## config.mk

```make
export PLATFORM = sky130hd
export DESIGN_NAME = acq_cycle_seq
export DESIGN_NICKNAME = d
export VERILOG_FILES = /design/src/rtl/acq_seq_pkg.sv /design/src/rtl/acq_rst_sync.sv /design/src/rtl/acq_tick_gen.sv /design/src/rtl/acq_watchdog.sv /design/src/rtl/acq_seq_fsm.sv /design/src/rtl/acq_cycle_seq.sv
export SDC_FILE = /design/constraint.sdc
export NUM_CORES = 1
export LEC_CHECK = 0
export BUFFER_PORTS_ARGS = -buffer_cell sky130_fd_sc_hd__buf_2
export CAP_MARGIN = 20
export CORE_ASPECT_RATIO = 1.5
export CORE_MARGIN = 4
export CORE_UTILIZATION = 50
export DETAILED_ROUTE_END_ITERATION = 16
export GPL_ROUTABILITY_DRIVEN = 0
export PLACE_DENSITY_LB_ADDON = 0.1
export SLEW_MARGIN = 20
export SYNTH_ARGS = -nofsm -noshare
export SYNTH_HDL_FRONTEND = slang
export SYNTH_HIERARCHICAL = 1
export SYNTH_SLANG_ARGS = --single-unit
```

## constraint.sdc

```tcl
create_clock -name clk -period 1.11 [get_ports clk]
set_clock_uncertainty 0.15 [all_clocks]
set_input_delay 0.0555 -clock clk [delete_from_list [all_inputs] [get_ports clk]]
set_output_delay 0.0555 -clock clk [all_outputs]
set_load 0.05 [all_outputs]
```

## src/rtl/acq_seq_pkg.sv

```systemverilog
package acq_seq_pkg;

  typedef enum logic [2:0] {
    ST_INIT  = 3'd0,
    ST_CHECK = 3'd1,
    ST_ACQ   = 3'd2,
    ST_XFER  = 3'd3,
    ST_LED   = 3'd4,
    ST_SYNC  = 3'd5,
    ST_LOAD  = 3'd6
  } seq_state_e;

endpackage

```

## src/rtl/acq_rst_sync.sv

```systemverilog
module acq_rst_sync (
  input  logic clk,
  input  logic rst_n,
  output logic rst_sync_n
);

  logic [1:0] stage_q;

  always_ff @(posedge clk or negedge rst_n) begin
    if (!rst_n) begin
      stage_q <= 2'b00;
    end else begin
      stage_q <= {stage_q[0], 1'b1};
    end
  end

  assign rst_sync_n = stage_q[1];

endmodule

```

## src/rtl/acq_tick_gen.sv

```systemverilog
module acq_tick_gen #(
  parameter int DIV = 1000
) (
  input  logic clk,
  input  logic rst_n,
  output logic tick_o
);

  localparam int CW = (DIV > 1) ? $clog2(DIV) : 1;
  localparam logic [CW-1:0] LAST = CW'(DIV - 1);

  logic [CW-1:0] cnt_q, cnt_d;
  logic          tick_q, wrap;

  always_comb begin
    wrap  = (cnt_q == LAST);
    cnt_d = wrap ? '0 : cnt_q + 1'b1;
  end

  always_ff @(posedge clk or negedge rst_n) begin
    if (!rst_n) begin
      cnt_q  <= '0;
      tick_q <= 1'b0;
    end else begin
      cnt_q  <= cnt_d;
      tick_q <= wrap;
    end
  end

  assign tick_o = tick_q;

endmodule

```

## src/rtl/acq_watchdog.sv

```systemverilog
module acq_watchdog #(
  parameter int LIMIT = 4000
) (
  input  logic clk,
  input  logic rst_n,
  input  logic armed_i,
  input  logic advance_i,
  output logic bite_o
);

  localparam int CW = (LIMIT > 1) ? $clog2(LIMIT) : 1;
  localparam logic [CW-1:0] LAST = CW'(LIMIT - 1);

  logic [CW-1:0] cnt_q, cnt_d;
  logic          bite_q, bite_d;
  logic          clr, hit, cnt_en;

  always_comb begin
    clr    = advance_i || !armed_i;
    hit    = (cnt_q == LAST);
    cnt_en = 1'b1;
    if (clr || hit) begin
      cnt_d = '0;
    end else begin
      cnt_d = cnt_q + 1'b1;
    end
    bite_d = hit && !clr;
  end

  always_ff @(posedge clk or negedge rst_n) begin
    if (!rst_n) begin
      cnt_q  <= '0;
      bite_q <= 1'b0;
    end else begin
      if (cnt_en) begin
        cnt_q <= cnt_d;
      end
      bite_q <= bite_d;
    end
  end

  assign bite_o = bite_q;

endmodule

```

## src/rtl/acq_seq_fsm.sv

```systemverilog
module acq_seq_fsm
  import acq_seq_pkg::*;
(
  input  logic clk,
  input  logic rst_n,
  input  logic drive_present_i,
  input  logic override_i,
  input  logic cfg_led_i,
  input  logic enc_done_i,
  input  logic enc_fault_i,
  input  logic dac_done_i,
  input  logic tick_i,
  input  logic bite_i,
  output logic enc_start_o,
  output logic dac_start_o,
  output logic load_n_o,
  output logic led_o,
  output logic armed_o,
  output logic advance_o
);

  seq_state_e state_q, state_d;
  logic enc_start_q, enc_start_d;
  logic dac_start_q, dac_start_d;
  logic load_n_q, load_n_d;
  logic led_q, led_d, led_en;

  always_comb begin
    state_d     = state_q;
    enc_start_d = 1'b0;
    dac_start_d = 1'b0;
    load_n_d    = 1'b1;
    if (bite_i) begin
      state_d = ST_INIT;
    end else begin
      unique case (state_q)
        ST_INIT:  state_d = ST_CHECK;
        ST_CHECK: begin
          if (drive_present_i || override_i) begin
            state_d     = ST_ACQ;
            enc_start_d = 1'b1;
          end else begin
            state_d = ST_INIT;
          end
        end
        ST_ACQ: begin
          if (enc_done_i) begin
            if (enc_fault_i) begin
              state_d = ST_INIT;
            end else begin
              state_d     = ST_XFER;
              dac_start_d = 1'b1;
            end
          end
        end
        ST_XFER: begin
          if (dac_done_i) begin
            state_d = ST_LED;
          end
        end
        ST_LED:   state_d = ST_SYNC;
        ST_SYNC: begin
          if (tick_i) begin
            state_d  = ST_LOAD;
            load_n_d = 1'b0;
          end
        end
        ST_LOAD:  state_d = ST_CHECK;
        default:  state_d = ST_INIT;
      endcase
    end
  end

  always_comb begin
    led_en = (state_q == ST_LED) || (state_q == ST_INIT);
    led_d  = (state_q == ST_LED) ? cfg_led_i : 1'b0;
  end

  always_ff @(posedge clk or negedge rst_n) begin
    if (!rst_n) begin
      state_q     <= ST_INIT;
      enc_start_q <= 1'b0;
      dac_start_q <= 1'b0;
      load_n_q    <= 1'b1;
      led_q       <= 1'b0;
    end else begin
      state_q     <= state_d;
      enc_start_q <= enc_start_d;
      dac_start_q <= dac_start_d;
      load_n_q    <= load_n_d;
      if (led_en) begin
        led_q <= led_d;
      end
    end
  end

  assign enc_start_o = enc_start_q;
  assign dac_start_o = dac_start_q;
  assign load_n_o    = load_n_q;
  assign led_o       = led_q;
  assign armed_o     = (state_q != ST_INIT);
  assign advance_o   = (state_d != state_q);

endmodule

```

## src/rtl/acq_cycle_seq.sv

```systemverilog
module acq_cycle_seq #(
  parameter int TICK_DIV    = 1000,
  parameter int WDOG_CYCLES = 4000
) (
  input  logic clk,
  input  logic rst_n,
  input  logic drive_present_i,
  input  logic override_i,
  input  logic cfg_led_i,
  output logic enc_start_o,
  input  logic enc_done_i,
  input  logic enc_fault_i,
  output logic dac_start_o,
  input  logic dac_done_i,
  output logic load_n_o,
  output logic led_o,
  output logic tick_o,
  output logic wdog_bite_o
);

  logic rst_sync_n;
  logic tick;
  logic bite;
  logic armed;
  logic advance;

  acq_rst_sync u_rst_sync (
    .clk        (clk),
    .rst_n      (rst_n),
    .rst_sync_n (rst_sync_n)
  );

  acq_tick_gen #(.DIV(TICK_DIV)) u_tick (
    .clk    (clk),
    .rst_n  (rst_sync_n),
    .tick_o (tick)
  );

  acq_watchdog #(.LIMIT(WDOG_CYCLES)) u_wdog (
    .clk       (clk),
    .rst_n     (rst_sync_n),
    .armed_i   (armed),
    .advance_i (advance),
    .bite_o    (bite)
  );

  acq_seq_fsm u_fsm (
    .clk             (clk),
    .rst_n           (rst_sync_n),
    .drive_present_i (drive_present_i),
    .override_i      (override_i),
    .cfg_led_i       (cfg_led_i),
    .enc_done_i      (enc_done_i),
    .enc_fault_i     (enc_fault_i),
    .dac_done_i      (dac_done_i),
    .tick_i          (tick),
    .bite_i          (bite),
    .enc_start_o     (enc_start_o),
    .dac_start_o     (dac_start_o),
    .load_n_o        (load_n_o),
    .led_o           (led_o),
    .armed_o         (armed),
    .advance_o       (advance)
  );

  assign tick_o      = tick;
  assign wdog_bite_o = bite;

endmodule

```

==> results.yml, run 1 <==
run_status:
  status: "complete, but fails checks"
  violations: "setup timing"
flow_run:
  max_cap_viol_count: 0
timing:
  fin_ws_ns: -0.903
  min_period_ns: 2.01
  rsz0062_at_grt: "true"
  slew_violations: 0
  min_period_over_period: 1.81
  fmax_mhz: 497
  tns_ns: -16.38
  hold_viol: 0
  hold_slack_ns: 0.0531
  setup_viol: 35
power:
  switching_power_mw: 1.76
  p_sw_frac: 0.369
  vdd_ir_drop_max_mv: 1.55
  seq_power_share: 0.302
  comb_power_share: 0.501
  pwr-share-clk: 0.198
  p_int_mw: 3.01
  p_leak_nw: 1.18
  p_per_area_mw_per_mm2: 1800
cts:
  root_buffer: "clkbuf_8"
  cts_tree: "built"
  clock_sinks: 33
  clk_latency_ns: 0.29
  clockBufferDepth: 2
  htreeDepth: 2
  cts-buffers-inserted: 5
  clk_pin_slew_ns: 0.08
setup_path:
  r2r_cells: 7
  worst-path-max-fanout: 5
  path_class: "reg2reg"
  rrSetupSlack_ns: -0.90
  path_delay_family: "compound AO/OA/AOI/OAI gates"
  required_ns: 1.16
  slowest_delay_ns: 0.43
  crit_chain: "buf_6 > a2111oi_4 > a211o_1 > o211ai_2 > nor2b_4 > o41ai_4 > a21oi_1"
  end_kind: "flop"
  critPathLaunchType: "flop"
  crit-reg2reg-launch: "u_fsm/state_q[0]"
  slowest_stage: "dfrtp_1"
  critPathBufInv: 1
  timing.rr.end: "u_wdog/cnt_q[8]"
  cp.arrival_ns: 2.07
synthesis:
  syn_area_mm2: 0.00163
  yosysUniqueCellTypes: 46
  synth_warnings: 6
  synth-seq-cells: 33
  syn_nets: 161
  yosysSeqAreaShare: 0.508
  avgSynthCellArea_um2: 10.8
  synthCells: 151
layout:
  final_common_cell: "buf_4"
  drive_gt1_frac: 0.542
  postLayoutCoreUtil: 0.845
  final_cell_mix: "50 x buf_4, 28 x dfrtp_1, 15 x buf_6"
  diodes: 0
  nNetsFinal: 247
  fin_cells: 278
  area_growth_pct: 62.5
drt:
  routed_wl_um: 5480
  vias: 1635
  first_iter_violations: 96
  drcViolationCount: 0
  ant_nets: 0
  dr.pass1.iters: 5
  viasPerCell: 5.88
  post_drt_wl_per_cell_um: 19.7
die:
  core-area_mm2: 0.00313
  fp-row-count: 25
  die_y_um: 77.9
  dieArea_mm2: 0.00425
  die_w_um: 54.6
  ios: 14
  initial_utilization: 0.520
placement:
  dp.cells: 246
  io_buffers: 13
  dp_slack_ns: -0.771
  place_hpwl_um: 2690
grt:
  track_usage: 0.238
  antenna_found_initial: 0
  grt-ovfl-total: 0
  grt_pass1_wl_um: 7270
  grt_start_max_net_pins: 32
  grt_pass1_vias: 1616
min_path:
  min_path_type: "reg2async"
per-stage QoR:
step | total power [mW] | area, um2
after global placement | 2.83 | 2130
after global routing | 4.97 | 2640
after detailed placement | 2.87 | 2130
after floorplan | 2.32 | 1680
after CTS | 4.17 | 2440
final | 4.77 | 2640
what timing repair did:
item,4_1_cts,5_1_grt
setup buffers,6,14
pin swaps,15,14
endpoints found under the setup margin,34,36
hold endpoints to repair,4,0
gates resized for setup,33,24
hold buffers,4,0
cloned,1,0
layer usage:
layer,wire length [um],part of all wire,GRT usage
met1,1900,0.35,0.244
met2,3100,0.57,0.418
met3,246,0.045,0.0576
met4,237,0.043,0.125
met5,0,0,0
worst max path at each step:
stage                            end        startpoint  depth (start not counted)  slack [ns]
finish               u_wdog/cnt_q[8]  u_fsm/state_q[0]                          7       -0.90
global route        u_wdog/cnt_q[10]  u_fsm/state_q[0]                          7       -0.96
CTS                 u_wdog/cnt_q[10]  u_fsm/state_q[0]                          7       -0.73
detailed placement  u_wdog/cnt_q[11]  u_fsm/state_q[1]                          7       -0.77
global placement     u_wdog/cnt_q[9]  u_fsm/state_q[2]                          7       -0.69
floorplan           u_wdog/cnt_q[10]     u_wdog/bite_o                          7       -0.69
Yosys cell counts (all sizes together):
library cell | count | area share
dfrtp | 32 | 0.49
nand3 | 12 | 0.040
a21oi | 11 | 0.034
nor2 | 10 | 0.023
o21ai | 9 | 0.030
and3 | 6 | 0.029
buf | 5 | 0.017
inv | 5 | 0.012
nand2 | 5 | 0.012
nand2b | 5 | 0.024
or3 | 5 | 0.019
xor2 | 5 | 0.027
nand4 | 4 | 0.025
o31ai | 4 | 0.018
or4 | 4 | 0.021
nor2b | 3 | 0.012
xnor2 | 3 | 0.016
a31oi | 2 | 0.0077
ha | 2 | 0.015
nor3 | 2 | 0.0092
o211ai | 2 | 0.015
o22a | 2 | 0.012
a2111oi | 1 | 0.0092
a211o | 1 | 0.0054
a211oi | 1 | 0.0046
a311o | 1 | 0.0062
and4 | 1 | 0.0069
conb | 1 | 0.0023
dfstp | 1 | 0.016
nand3b | 1 | 0.0046
nor4 | 1 | 0.0038
o2111a | 1 | 0.0069
o22ai | 1 | 0.0038
o41ai | 1 | 0.017
or2 | 1 | 0.0038
registers in the layout (all words and copies together) (netlist names):
name                count
u_fsm/dac_start_o       1
u_fsm/led_o             1
u_fsm/enc_start_o       1
u_tick/tick_o           1
u_wdog/bite_o           1
u_fsm/load_n_o          1
u_wdog/cnt_q           12
u_fsm/state_q           3
u_rst_sync/stage_q      2
u_tick/cnt_q           10
layout make-up:
type,count,area [um2]
Sequential cell,33,832
Inverter,5,23.8
Clock buffer,8,90.1
Timing Repair Buffer,83,712
Multi-Input combinational cell,109,936
Tap cell,40,50.0
Fill cell,158,484
cells by family after synthesis:
logic type | share of synthesized area
compound gates | 0.170
xor+xnor | 0.0431
fa+ha+maj | 0.0154
buf+inv | 0.0285
flops | 0.508
other cells | 0.00231
simple gates | 0.232
power groups by stage:
stage	clock, mW	sequential, mW	combinational [mW]
2_1_floorplan	0	1.55	0.772
3_3_place_gp	0	1.40	1.42
3_5_place_dp	0	1.42	1.46
4_1_cts	0.950	1.40	1.82
5_1_grt	1.03	1.45	2.49
6_report	0.943	1.44	2.39
(Power assumes the default switching activity.)
==> inputs of run 2 (changes only) <==
==> constraint.sdc (replaced) <==
create_clock -name clk -period 1.6 [get_ports clk]
set_clock_uncertainty 0.15 [all_clocks]
set_input_delay 0.08 -clock clk [delete_from_list [all_inputs] [get_ports clk]]
set_output_delay 0.08 -clock clk [all_outputs]
set_load 0.05 [all_outputs]
==> run 2 against run 1 <==
The flow still finishes with violations (setup timing). Power decreased by 42%. Cell area decreased by 18%. Die area unchanged. First-iteration DRC count decreased by 64%. Count of clock-buffer cells in the layout decreased by 1. Utilization decreased by 15 points. Clock power decreased by 29%. Setup slack improved by 0.63 ns. Wire length decreased by 34%. Cell count decreased by 12%. Register-to-register slack improved by 0.63 ns.
==> results.yml, run 2 (synthesis results as in run 1) <==
cts:
  htreeDepth: 2
  clk_latency_ns: 0.28
  clock_sinks: 33
  clockBufferDepth: 2
  cts_tree: "built"
  clk_pin_slew_ns: 0.07
  root_buffer: "clkbuf_8"
  cts-buffers-inserted: 5
timing:
  hold_slack_ns: 0.0275
  fin_ws_ns: -0.273
  fmax_mhz: 534
  slew_violations: 0
  setup_viol: 13
  min_period_ns: 1.87
  rsz0062_at_grt: "true"
  min_period_over_period: 1.17
  tns_ns: -3.02
  hold_viol: 0
drt:
  routed_wl_um: 3630
  post_drt_wl_per_cell_um: 14.9
  first_iter_violations: 35
  viasPerCell: 5.69
  ant_nets: 0
  drcViolationCount: 0
  vias: 1389
  dr.pass1.iters: 4
die:
  fp-row-count: 25
  dieArea_mm2: 0.00425
  core-area_mm2: 0.00313
  ios: 14
  initial_utilization: 0.520
  die_w_um: 54.6
  die_y_um: 77.9
grt:
  grt-ovfl-total: 0
  grt_pass1_vias: 1473
  antenna_found_initial: 0
  track_usage: 0.202
  grt_pass1_wl_um: 6340
  grt_start_max_net_pins: 22
layout:
  final_common_cell: "dfrtp_1"
  stdcell_area_mm2: 0.00217
  area_growth_pct: 33.5
  largestRegisters: "u_wdog/cnt_q (12), u_tick/cnt_q (10), u_fsm/state_q (3)"
  drive_gt1_frac: 0.377
  nNetsFinal: 213
  diodes: 0
  largest_reg_flops: 12
  final_cell_mix: "30 x dfrtp_1, 29 x buf_4, 13 x buf_2"
  fill_cells: 243
  max_flop_register: "u_wdog/cnt_q"
run_status:
  violations: "setup timing"
  status: "complete, but fails checks"
setup_path:
  worst-path-max-fanout: 5
  slowest_stage: "dfrtp_1"
  end_kind: "flop"
  path_delay_family: "compound AO/OA/AOI/OAI gates"
  required_ns: 1.65
  critPathLaunchType: "flop"
  crit_chain: "buf_6 > a2111oi_4 > a211o_1 > o211ai_2 > nor2b_4 > o41ai_4 > a21oi_1"
  path_class: "reg2reg"
  slowest_delay_ns: 0.40
  cp.arrival_ns: 1.92
  critPathBufInv: 1
power:
  vdd_ir_drop_max_mv: 0.921
  p_leak_nw: 0.986
  p_per_area_mw_per_mm2: 1270
placement:
  io_buffers: 13
  dpl_cell_area_mm2: 0.00195
  place_hpwl_um: 2660
flow_run:
  max_cap_viol_count: 0
min_path:
  min_path_type: "reg2async"
-- run 2: cell count changes in the layout (fill, tap and decap cells not counted), moves of 3 or more --
cell    change
buf_6      -13
buf_2       +5
nor2_2      -3
buf_8       -4
buf_4      -21
nor2_1      +3
-- run 2: routing by layer --
layer  vias up  GRT usage  wire length (um)
li1        666          -                 -
met1       694      0.214              1340
met2        20      0.356              2110
met3         9     0.0537                99
met4         0     0.0848                78
met5         -          0                 0
-- run 2: report_power, final --
part           switching, mW  total [mW]  internal [mW]
Sequential            0.0586       0.974          0.916
Clock                  0.284       0.672          0.388
Combinational          0.576        1.12          0.542
Total                  0.918        2.76           1.85
-- run 2: area by class of cell --
cell class | instances | area (um2) | share of cell area
multi-input cells | 109 | 817 | 0.376
clock inverters | 1 | 5.00 | 0.00230
clock buffers | 7 | 96.3 | 0.0444
well taps | 40 | 50.0 | 0.0230
repair buffers | 49 | 355 | 0.164
flip-flops and latches | 33 | 830 | 0.382
inverters | 5 | 18.8 | 0.00864
-- run 2: metrics by stage --
stage	worst slack, ns	util	instances	total power [mW]
2_1_floorplan	-0.203	-	151	1.59
3_3_place_gp	-0.221	0.623	227	1.91
5_1_grt	-0.346	0.694	244	2.92
4_1_cts	-0.246	0.681	242	2.69
3_5_place_dp	-0.338	0.623	227	1.93
6_report	-0.273	0.694	244	2.76
-- run 2: worst register-to-register path, stage by stage (launching register included) --
cell       delay (ns)
dfrtp_1          0.40
buf_6            0.14
a2111oi_4        0.30
a211o_1          0.18
o211ai_2         0.13
nor2b_4          0.21
o41ai_4          0.14
a21oi_1          0.15
-- run 2: worst paths after layout --
kind	slack, ns	end	from	cells past startpoint
worst max-delay path	-0.27	u_wdog/cnt_q[11]	u_fsm/state_q[0]	7
worst min-delay path	0.03	u_tick/cnt_q[2]	u_rst_sync/stage_q[1]	1
worst max register to register	-0.27	u_wdog/cnt_q[11]	u_fsm/state_q[0]	7
worst min register to register	0.03	u_tick/cnt_q[2]	u_rst_sync/stage_q[1]	1
max in group asynchronous	0.66	u_rst_sync/stage_q[1]	rst_n	3
min in group clk	0.05	u_fsm/enc_start_o	drive_present_i	3
-- run 2: what timing repair did --
item,in CTS,in global routing
cloned,1,0
hold buffers,5,0
pin swaps,0,5
gates resized for setup,3,6
endpoints found under the hold margin,5,0
endpoints found under the setup margin,13,18
setup buffers,1,2
